===== src/rtl/zc_gain_pkg.sv =====
package zc_gain_pkg;
  localparam int GAIN_W = 7;
  localparam int NCH    = 2;
  localparam int CH_L   = 0;
  localparam int CH_R   = 1;
  typedef logic [GAIN_W-1:0] gain_t;
  localparam gain_t GAIN_MUTE = '0;
endpackage


===== src/rtl/zc_detect.sv =====
// Per-channel zero-crossing detector: sign change against the previous
// strobed sample, or an exact zero.
module zc_detect #(
  parameter int SMP_W = 16
) (
  input  logic             clk,
  input  logic             rst_n,
  input  logic             stb,
  input  logic [SMP_W-1:0] smp,
  output logic             zc
);
  logic prev_neg;
  logic cur_neg;
  logic is_zero;

  assign cur_neg = smp[SMP_W-1];
  assign is_zero = (smp == '0);
  assign zc      = stb & ((cur_neg != prev_neg) | is_zero);

  always_ff @(posedge clk or negedge rst_n) begin
    if (!rst_n)   prev_neg <= 1'b0;
    else if (stb) prev_neg <= cur_neg;
  end
endmodule


===== src/rtl/zc_timeout.sv =====
// Shared timeout counter: counts strobes from the last write while any
// channel is pending; limit is BASE shifted by the select code.
module zc_timeout #(
  parameter int BASE = 256
) (
  input  logic       clk,
  input  logic       rst_n,
  input  logic       restart,
  input  logic       active,
  input  logic       stb,
  input  logic [1:0] sel,
  output logic       expire
);
  localparam int CW = $clog2(BASE) + 4;

  logic [CW-1:0] cnt;
  logic [CW-1:0] limit_m1;

  assign limit_m1 = (CW'(BASE) << sel) - CW'(1);
  assign expire   = active & stb & ~restart & (cnt == limit_m1);

  always_ff @(posedge clk or negedge rst_n) begin
    if (!rst_n)               cnt <= '0;
    else if (restart)         cnt <= '0;
    else if (expire)          cnt <= '0;
    else if (active && stb)   cnt <= cnt + CW'(1);
  end
endmodule


===== src/rtl/zc_gain_ctrl.sv =====
module zc_gain_ctrl
  import zc_gain_pkg::*;
#(
  parameter int SMP_W    = 16,
  parameter int TMO_BASE = 256
) (
  input  logic             clk,
  input  logic             rst_n,
  input  logic             wr_valid,
  output logic             wr_ready,
  input  logic [6:0]       wr_gain,
  input  logic             zc_en,
  input  logic [1:0]       tmo_sel,
  input  logic             smp_stb,
  input  logic [SMP_W-1:0] smp_l,
  input  logic [SMP_W-1:0] smp_r,
  input  logic             cal_mute,
  output logic [6:0]       gain_l,
  output logic [6:0]       gain_r,
  output logic             done
);
  logic [SMP_W-1:0] smp   [NCH];
  logic [NCH-1:0]   zc;
  logic [NCH-1:0]   pend;
  gain_t            gain  [NCH];
  gain_t            target;
  logic             wr_fire;
  logic             expire;

  assign wr_ready = 1'b1;                 // no back-pressure
  assign wr_fire  = wr_valid & ~cal_mute; // writes dropped in mute
  assign smp[CH_L] = smp_l;
  assign smp[CH_R] = smp_r;

  // Newest requested code, shared by both channels
  always_ff @(posedge clk or negedge rst_n) begin
    if (!rst_n)       target <= GAIN_MUTE;
    else if (wr_fire) target <= wr_gain;
  end

  zc_timeout #(.BASE(TMO_BASE)) u_tmo (
    .clk    (clk),
    .rst_n  (rst_n),
    .restart(wr_fire),
    .active (|pend),
    .stb    (smp_stb),
    .sel    (tmo_sel),
    .expire (expire)
  );

  for (genvar c = 0; c < NCH; c++) begin : g_ch
    zc_detect #(.SMP_W(SMP_W)) u_zc (
      .clk  (clk),
      .rst_n(rst_n),
      .stb  (smp_stb),
      .smp  (smp[c]),
      .zc   (zc[c])
    );

    always_ff @(posedge clk or negedge rst_n) begin
      if (!rst_n) begin
        gain[c] <= GAIN_MUTE;
        pend[c] <= 1'b0;
      end else if (cal_mute) begin
        gain[c] <= GAIN_MUTE;
        pend[c] <= 1'b0;
      end else if (wr_fire) begin
        if (!zc_en) begin
          gain[c] <= wr_gain;
          pend[c] <= 1'b0;
        end else begin
          pend[c] <= 1'b1;
        end
      end else if (pend[c] && (zc[c] || expire)) begin
        gain[c] <= target;
        pend[c] <= 1'b0;
      end
    end
  end

  assign gain_l = gain[CH_L];
  assign gain_r = gain[CH_R];
  assign done   = ~|pend;
endmodule


===== config.mk =====
export PLATFORM = sky130hd
export DESIGN_NAME = zc_gain_ctrl
export DESIGN_NICKNAME = d
export VERILOG_FILES = /design/src/rtl/zc_gain_pkg.sv /design/src/rtl/zc_detect.sv /design/src/rtl/zc_timeout.sv /design/src/rtl/zc_gain_ctrl.sv
export SDC_FILE = /design/constraint.sdc
export NUM_CORES = 1
export LEC_CHECK = 0
export ABC_AREA = 0
export ABC_CLOCK_PERIOD_IN_PS = 2700
export BUFFER_PORTS_ARGS = -buffer_cell sky130_fd_sc_hd__buf_2
export CAP_MARGIN = 30
export CORE_ASPECT_RATIO = 2
export CORE_MARGIN = 1.5
export CORE_UTILIZATION = 40
export CTS_BUF_LIST = sky130_fd_sc_hd__clkbuf_8
export DETAILED_ROUTE_END_ITERATION = 7
export GPL_TIMING_DRIVEN = 0
export PLACE_DENSITY = 0.71
export RECOVER_POWER = 50
export SETUP_SLACK_MARGIN = 0.1
export SYNTH_ARGS = -nofsm -noshare
export SYNTH_HDL_FRONTEND = slang
export SYNTH_SLANG_ARGS = --single-unit

===== constraint.sdc =====
create_clock -name clk -period 2.7 [get_ports clk]
set_clock_uncertainty 0.1 [all_clocks]
set_input_delay 0.54 -clock clk [delete_from_list [all_inputs] [get_ports clk]]
set_output_delay 0.54 -clock clk [all_outputs]
set_load 0.05 [all_outputs]

==> results of run 1 <==
==> sequential cells by signal, summed over array words and instances, names as in the netlist <==
| signal | cells |
|---|---|
| u_tmo.cnt | 12 |
| g_ch.u_zc.prev_neg | 2 |
| gain_r | 7 |
| target | 7 |
| gain_l | 7 |
| pend | 2 |
==> synth_stat cells, types with 2 or more instances <==
master	number	share of area, %
a21oi_1	3	0.77
a31o_2	2	0.90
a31oi_1	3	0.96
a31oi_4	2	2.2
a41oi_1	2	0.90
buf_4	2	0.77
clkbuf_1	2	0.39
dfrtp_1	37	47
inv_1	4	0.77
mux2_1	2	1.2
mux2_2	14	8.1
mux2i_1	7	3.6
nand2_1	38	7.3
nand3_1	4	1.0
nor2_1	17	3.3
nor3_1	4	1.0
nor4_1	8	2.6
o21a_1	3	1.2
o21ai_0	5	1.3
o31ai_1	3	1.2
or3_1	5	1.6
xnor2_1	2	0.90
xor2_1	3	1.3
==> final timing paths <==
path	endpoint	slack [ns]
worst min-delay path	target[4]	0.37
min in group asynchronous	gain_l[0]	0.69
worst max register to register	gain_l[3]	0.50
max in group asynchronous	target[2]	0.68
worst max-delay path	gain_l[3]	0.50
worst min register to register	target[1]	0.38
==> cell families after synthesis <==
group,synth area share [%]
adders and majority gates,0.641
muxes,12.8
buffers and inverters,2.76
and+or+nand+nor,21.2
AOI/OAI and AO/OA,12.7
DFF,47.5
xor gates and xnor gates,2.25
other,0.192
==> worst register-to-register path: stages, from the launching register on <==
cell	delay, ns
dfrtp_1	0.46
and4_1	0.25
o31ai_2	0.36
a21oi_4	0.15
a31oi_4	0.37
mux2_2	0.38
==> power groups by stage <==
stage / combinational, uW / clock (uW) / sequential [uW]
global placement: 278 / 0 / 629
floorplan: 103 / 0 / 712
detailed placement: 282 / 0 / 631
finish: 276 / 355 / 620
CTS: 283 / 366 / 620
global route: 299 / 384 / 625
==> per-layer routing <==
metal,routed length (um),track usage (%),vias up
met4,72,7.30,0
met3,96,2.65,6
met5,0,0,-
met1,1630,19.7,835
met2,2490,31.3,21
li1,-,-,821
==> stage by stage <==
stage	worst slack [ns]	hold slack, ns	util [%]
floorplan	0.676	0.144	-
global placement	0.372	0.357	50.0
detailed placement	0.344	0.362	50.0
CTS	0.489	0.277	51.7
global route	0.207	0.374	51.5
finish	0.503	0.366	51.5
==> final cells by class <==
| type | instances | area (sq um) | area share (%) |
|---|---|---|---|
| plain buffers | 6 | 38.8 | 1.62 |
| clock buffers | 5 | 68.8 | 2.88 |
| clock inverters | 3 | 11.3 | 0.471 |
| inverters | 4 | 15.0 | 0.628 |
| multi-input cells | 145 | 971 | 40.6 |
| flip-flops and latches | 37 | 926 | 38.7 |
| well taps | 55 | 68.8 | 2.88 |
| repair buffers | 60 | 292 | 12.2 |
==> results.cfg, run 1 <==
[synth]
ys_warn_count = 0
async_flop_share_pct = 100
avgSynthCellArea_sq_um = 10.2
synth_edf_count = 0
synth_cell_types = 43
ys.flop_type = dfrtp_1
ys_seq_area_share_pct = 47.5
synth_area_sq_mm = 0.00195
syn_nets = 240
synthCells = 192
yosys_register_bits = 37

[placement]
hpwl_mm = 3.36
placed_cells = 307
port-buffer-count = 60
globalplace.congestion = 0.874
placed_cell_area_sq_mm = 0.00232

[clocking]
cts_tree = done
cts_buffers = 5
ctsHoldBuffers = 0
clockRootBuffer = clkbuf_8
clk_latency_ns = 0.28
ctsResizeCount = 0
clock-sinks = 37
cts_buffer_depth = 2
htreeDepth = 2
clkTransAtPathRegs_ns = 0.07
cts_setup_buffers = 0

[detailed_routing]
via_per_inst = 5.34
ant_nets = 0
routed_wl_mm = 4.29
wl_per_cell_um = 13.6
num_vias = 1683
drcViolationCount = 0
drtIter0Drc = 31
firstDrtPassIters = 4

[critical_path]
ff2ff_path_depth = 5
cp_cell_sequence = and4_1, o31ai_2, a21oi_4, a31oi_4, mux2_2
end_kind = flop
critPathArrivalTime_ns = 2.27
path_class = flop to flop
cp-startpoint = u_tmo.cnt[10]
path_buf_inv = 0
slowest_delay_ns = 0.46
crit_path_top_delay_cell = dfrtp_1
cp.required_ns = 2.77
critPathLaunchType = flop
crit_cells = 5
worst-path-max-fanout = 8
critical_path.top_delay_family = compound AO/OA/AOI/OAI gates
worstReg2RegStart = u_tmo.cnt[10]

[timing]
hold_viol_final = 0
slew_violations = 38
setup_tns_ns = 0
max-slew-margin-rel_pct = -30.4
min_period_ns = 2.20
worst_pin_slew_ns = 1.96
grt_setup_unrepaired = false
fin_crit_sh_pct = 81.4
timing.fmax_mhz = 455
setup-violations-final = 0

[power_and_ir_drop]
p_leak_uw = 0.00114
power_frac_seq_pct = 49.6
pwr-share-clk_pct = 28.4
power.density_mw_per_mm2 = 523
intPower_uw = 862
combPwrFrac_pct = 22.0
irDropWorstVdd_uv = 480
p_switching_uw = 390
netSwitchingFraction_pct = 31.1
finalPower_uw = 1250

[floorplanning]
ios = 63
initial_core_util_pct = 42.0
die_area_sq_mm = 0.00533
die_y_um = 102
die_x_um = 52.4
rows = 35
core-area_sq_mm = 0.00464

[cells_and_area]
layout_commonest_cell = buf_2
antenna_cells = 0
fin_cells = 315
drive_gt1_share_pct = 33.1
nFillCells = 480
area_growth_pct = 22.6
final_cell_mix = 54 x buf_2, 38 x nand2_1, 37 x dfrtp_1
fin_area_sq_mm = 0.00239
nNetsFinal = 307

[global_route]
grt_pass1_vias = 1619
antenna_found_initial = 0
grt_max_degree = 38
grt_pass1_wl_mm = 7.07
grtUsageTotal_pct = 17.4
grt_overflow = 0

[status]
violations = max-capacitance violations, max-slew violations
run_status = finished, violations left

[worst_hold_path]
worstHoldStart = wr_gain[4]
hold_depth = 3
hp-class = primary input to flop

[job]
drv_cap = 1
No activity file was read; power rests on OpenSTA's default activity.
==> run 2, diff against run 1 <==
--- a/config.mk
+++ b/config.mk
@@ -6,7 +6,7 @@
 export NUM_CORES = 1
 export LEC_CHECK = 0
 export ABC_AREA = 0
-export ABC_CLOCK_PERIOD_IN_PS = 2700
+export ABC_CLOCK_PERIOD_IN_PS = 1800
 export BUFFER_PORTS_ARGS = -buffer_cell sky130_fd_sc_hd__buf_2
 export CAP_MARGIN = 30
 export CORE_ASPECT_RATIO = 2
@@ -15,7 +15,7 @@
 export CTS_BUF_LIST = sky130_fd_sc_hd__clkbuf_8
 export DETAILED_ROUTE_END_ITERATION = 7
 export GPL_TIMING_DRIVEN = 0
-export PLACE_DENSITY = 0.71
+export PLACE_DENSITY = 0.74
 export RECOVER_POWER = 50
 export SETUP_SLACK_MARGIN = 0.1
 export SYNTH_ARGS = -nofsm -noshare
==> constraint.sdc (replaced) <==
create_clock -name clk -period 1.8 [get_ports clk]
set_clock_uncertainty 0.1 [all_clocks]
set_input_delay 0.36 -clock clk [delete_from_list [all_inputs] [get_ports clk]]
set_output_delay 0.36 -clock clk [all_outputs]
set_load 0.05 [all_outputs]
==> results.cfg, run 2 (same netlist as run 1, synthesis figures left out) <==
[status]
run_status = finished, violations left
violations = negative setup slack

[critical_path]
slowest_delay_ns = 0.38
critical_path.top_delay_family = buffers and inverters
end_kind = flop
critPathArrivalTime_ns = 2.05
cp.required_ns = 1.88
cp_cell_sequence = buf_6, buf_4, nor3_2, nand2_2, a21oi_4, a31oi_4, buf_12, mux2_4
crit_path_top_delay_cell = dfrtp_1
path_buf_inv = 3
path_class = flop to flop
critPathLaunchType = flop
worst-path-max-fanout = 8

[global_route]
grt_pass1_wl_mm = 7.80
grt_max_degree = 38
grt_pass1_vias = 1733
grt_overflow = 0
grtUsageTotal_pct = 19.5
antenna_found_initial = 0

[timing]
setup-violations-final = 23
grt_setup_unrepaired = true
min_period_ns = 1.97
fin_ws_ns = -0.173
timing.fmax_mhz = 507
max-slew-margin-rel_pct = 36.6
hold_viol_final = 0
slew_violations = 0
worst_pin_slew_ns = 0.952
fin_crit_sh_pct = 110

[floorplanning]
core-area_sq_mm = 0.00464
ios = 63
rows = 35
die_y_um = 102
die_x_um = 52.4
die_area_sq_mm = 0.00533
initial_core_util_pct = 42.0

[placement]
port-buffer-count = 60
pre_cts_slack_ns = -0.330
globalplace.congestion = 0.853
hpwl_mm = 3.59
placed_cells = 307

[cells_and_area]
largest_reg_flops = 12
regMostFlops = u_tmo.cnt
final_cell_mix = 60 x buf_2, 36 x nand2_1, 35 x dfrtp_1
antenna_cells = 0
nFillCells = 404
nNetsFinal = 318
drive_gt1_share_pct = 46.9
layout_commonest_cell = buf_2
area_growth_pct = 38.7
fin_cells = 326

[clocking]
htreeDepth = 2
clkTransAtPathRegs_ns = 0.08
clk_latency_ns = 0.29
ctsHoldBuffers = 0
clockRootBuffer = clkbuf_8
cts_buffer_depth = 2
clock-sinks = 37
cts_buffers = 5
cts_tree = done

[detailed_routing]
routed_wl_mm = 4.98
via_per_inst = 5.42
ant_nets = 0
wl_per_cell_um = 15.3
firstDrtPassIters = 4
drtIter0Drc = 29
num_vias = 1767
drcViolationCount = 0

[power_and_ir_drop]
irDropWorstVdd_uv = 556
power.density_mw_per_mm2 = 742
p_leak_uw = 0.00129

[job]
drv_cap = 0

[worst_hold_path]
hp-class = primary input to asynchronous set/reset pin
run 2: area by class of cell:
type                    instances  area, sq um  share of cell area, %
plain buffers                   6         38.8                   1.43
clock inverters                 3         17.5                  0.648
multi-input cells             145         1160                   42.9
repair buffers                 71          408                   15.1
well taps                      55         68.8                   2.54
clock buffers                   5         68.8                   2.54
flip-flops and latches         37          928                   34.3
inverters                       4         15.0                  0.555
run 2: final timing paths:
| kind | startpoint | end | slack (ns) | depth (start not counted) |
|---|---|---|---|---|
| worst max-delay path | u_tmo.cnt[9] | gain_r[6] | -0.17 | 8 |
| worst min-delay path | rst_n | gain_r[5] | 0.11 | 1 |
| worst max register to register | u_tmo.cnt[9] | gain_r[6] | -0.17 | 8 |
| worst min register to register | target[0] | target[0] | 0.38 | 2 |
| max in group asynchronous | rst_n | u_tmo.cnt[2] | 0.85 | 1 |
| min in group clk | wr_gain[5] | target[5] | 0.18 | 3 |
run 2: power breakdown:
| group | leakage (uW) | switching (uW) | total (uW) | internal, uW |
|---|---|---|---|---|
| Combinational | 0.000765 | 301 | 495 | 194 |
| Clock | 0.0000439 | 309 | 577 | 267 |
| Sequential | 0.000484 | 38.9 | 934 | 896 |
| Total | 0.00129 | 649 | 2010 | 1360 |
run 2: repair_timing:
| item | CTS | global route |
|---|---|---|
| setup buffers | 8 | 3 |
| pin swaps | 9 | 10 |
| setup endpoints to repair | 25 | 26 |
| endpoints found under the hold margin | 0 | 0 |
| gates resized for setup | 12 | 12 |
run 2: layer usage:
layer  GRT usage (%)  wire [um]  vias up
met4            7.10         93        0
met5               0          0        -
met2            38.2       2980       37
met3            3.24        154        9
met1            19.3       1750      881
li1                -          -      840
run 2: metrics by stage:
step | instance area [sq um] | hold slack, ns | setup TNS, ns | total power [uW] | util (%)
3_3_place_gp | 2410 | 0.356 | -4.92 | 1380 | 51.9
6_report | 2710 | 0.108 | -2.99 | 2010 | 58.3
2_1_floorplan | 2040 | -0.0356 | -1.68 | 1250 | -
5_1_grt | 2710 | 0.180 | -4.50 | 2100 | 58.3
4_1_cts | 2630 | 0.108 | -3.72 | 2010 | 56.7
3_5_place_dp | 2410 | 0.361 | -5.19 | 1400 | 51.9
==> run 3, diff against run 2 <==
--- a/config.mk
+++ b/config.mk
@@ -16,8 +16,6 @@
 export DETAILED_ROUTE_END_ITERATION = 7
 export GPL_TIMING_DRIVEN = 0
 export PLACE_DENSITY = 0.74
-export RECOVER_POWER = 50
-export SETUP_SLACK_MARGIN = 0.1
 export SYNTH_ARGS = -nofsm -noshare
 export SYNTH_HDL_FRONTEND = slang
 export SYNTH_SLANG_ARGS = --single-unit
==> results.cfg, run 3 (same netlist as run 1, synthesis figures left out) <==
[status]
run_status = finished, violations left
violations = negative setup slack

[floorplanning]
die_y_um = 102
initial_core_util_pct = 42.0
die_x_um = 52.4
die_area_sq_mm = 0.00533
core-area_sq_mm = 0.00464
ios = 63
rows = 35

[power_and_ir_drop]
irDropWorstVdd_uv = 557
power.density_mw_per_mm2 = 791
p_leak_uw = 0.00131

[global_route]
grtUsageTotal_pct = 18.6
grt_pass1_wl_mm = 7.51
grt_max_degree = 38
grt_pass1_vias = 1661
grt_overflow = 0
antenna_found_initial = 0

[cells_and_area]
area_growth_pct = 40.2
layout_commonest_cell = buf_2
regMostFlops = u_tmo.cnt
antenna_cells = 0
nNetsFinal = 320
fin_cells = 328
nFillCells = 417
largest_reg_flops = 12
post-route-util_pct = 58.9
drive_gt1_share_pct = 45.8
final_cell_mix = 61 x buf_2, 36 x nand2_1, 34 x dfrtp_1

[timing]
setup_tns_ns = -2.28
fin_crit_sh_pct = 108
worst_pin_slew_ns = 0.835
min_period_ns = 1.95
max-slew-margin-rel_pct = 44.3
fin_ws_ns = -0.146
timing.fmax_mhz = 514
slew_violations = 0
whs_ns = 0.0752
grt_setup_unrepaired = true
setup-violations-final = 21
hold_viol_final = 0

[critical_path]
worstReg2RegStart = u_tmo.cnt[9]
path_buf_inv = 2
cp_cell_sequence = and4_4, o31ai_4, a21oi_4, buf_4, buf_6, or3_1, a21oi_1
critPathLaunchType = flop
critical_path.top_delay_family = simple AND/OR/NAND/NOR gates
cp.required_ns = 1.91
path_class = flop to flop
worst-path-max-fanout = 4
slowest_delay_ns = 0.44
critPathArrivalTime_ns = 2.05
ff2ff_path_depth = 7
crit_path_top_delay_cell = dfrtp_2
reg2reg_slack_ns = -0.15
end_kind = flop
timing.rr.end = u_tmo.cnt[8]

[clocking]
ctsHoldBuffers = 0
clkTransAtPathRegs_ns = 0.07
clock-sinks = 37
cts_buffer_depth = 2
clk_latency_ns = 0.28
cts_buffers = 5
cts_tree = done
htreeDepth = 2
clockRootBuffer = clkbuf_8

[placement]
hpwl_mm = 3.53
port-buffer-count = 60
globalplace.congestion = 0.878
placed_cells = 307

[detailed_routing]
num_vias = 1752
routed_wl_mm = 4.69
firstDrtPassIters = 4
drtIter0Drc = 33
ant_nets = 0
drcViolationCount = 0
wl_per_cell_um = 14.3
via_per_inst = 5.34

[job]
drv_cap = 0

[worst_hold_path]
hp-class = primary input to asynchronous set/reset pin
[run 3: how the worst max path moves through the flow]
| stage | from | cells after the start | endpoint | slack [ns] |
|---|---|---|---|---|
| finish | u_tmo.cnt[9] | 7 | u_tmo.cnt[8] | -0.15 |
| global placement | tmo_sel[0] | 6 | gain_r[6] | -0.28 |
| CTS | u_tmo.cnt[9] | 7 | gain_l[4] | -0.19 |
| global route | u_tmo.cnt[10] | 6 | gain_l[4] | -0.19 |
| detailed placement | tmo_sel[0] | 6 | gain_l[4] | -0.32 |
| floorplan | u_tmo.cnt[10] | 5 | gain_l[0] | -0.14 |
[run 3: timing repair]
action                     in CTS  in global routing
resized for setup              15                 10
setup endpoints to repair      25                 25
pin swaps                       6                 13
setup buffers                   8                  6
[run 3: layout make-up]
type	count	area, sq um	area share, %
Inverter	4	15.0	0.549
Buffer	5	27.5	1.01
Multi-Input combinational cell	145	1140	41.6
Clock inverter	2	37.5	1.37
Sequential cell	37	930	34.0
Tap cell	55	68.8	2.52
Clock buffer	6	82.6	3.02
Timing Repair Buffer	74	434	15.9
[run 3: through the flow]
stage	setup slack (ns)	area, sq um	power (uW)
2_1_floorplan	-0.137	2020	1250
3_3_place_gp	-0.280	2390	1390
3_5_place_dp	-0.324	2390	1400
4_1_cts	-0.187	2660	2180
5_1_grt	-0.192	2730	2270
6_report	-0.146	2730	2160
[run 3: power breakdown]
part / switching, uW / leakage [uW] / internal (uW) / total [uW]
registers: 37.4 / 0.000482 / 896 / 933
clock network: 291 / 0.0000574 / 450 / 742
logic: 294 / 0.000775 / 193 / 487
total: 623 / 0.00131 / 1540 / 2160
[run 3: worst register-to-register path, stage by stage, from the launching register on]
cell and delay [ns]:
dfrtp_2 0.44, and4_4 0.21, o31ai_4 0.28, a21oi_4 0.12
buf_4 0.16, buf_6 0.10, or3_1 0.34, a21oi_1 0.13
[run 3: per-layer routing]
metal | track usage [%] | routed length (um) | part of all wire [%] | up-vias
met5 | 0 | 0 | 0 | -
met4 | 8.09 | 94 | 2.0 | 0
met3 | 3.24 | 126 | 2.7 | 6
met2 | 33.2 | 2650 | 57 | 30
met1 | 20.9 | 1810 | 39 | 865
li1 | - | - | - | 851
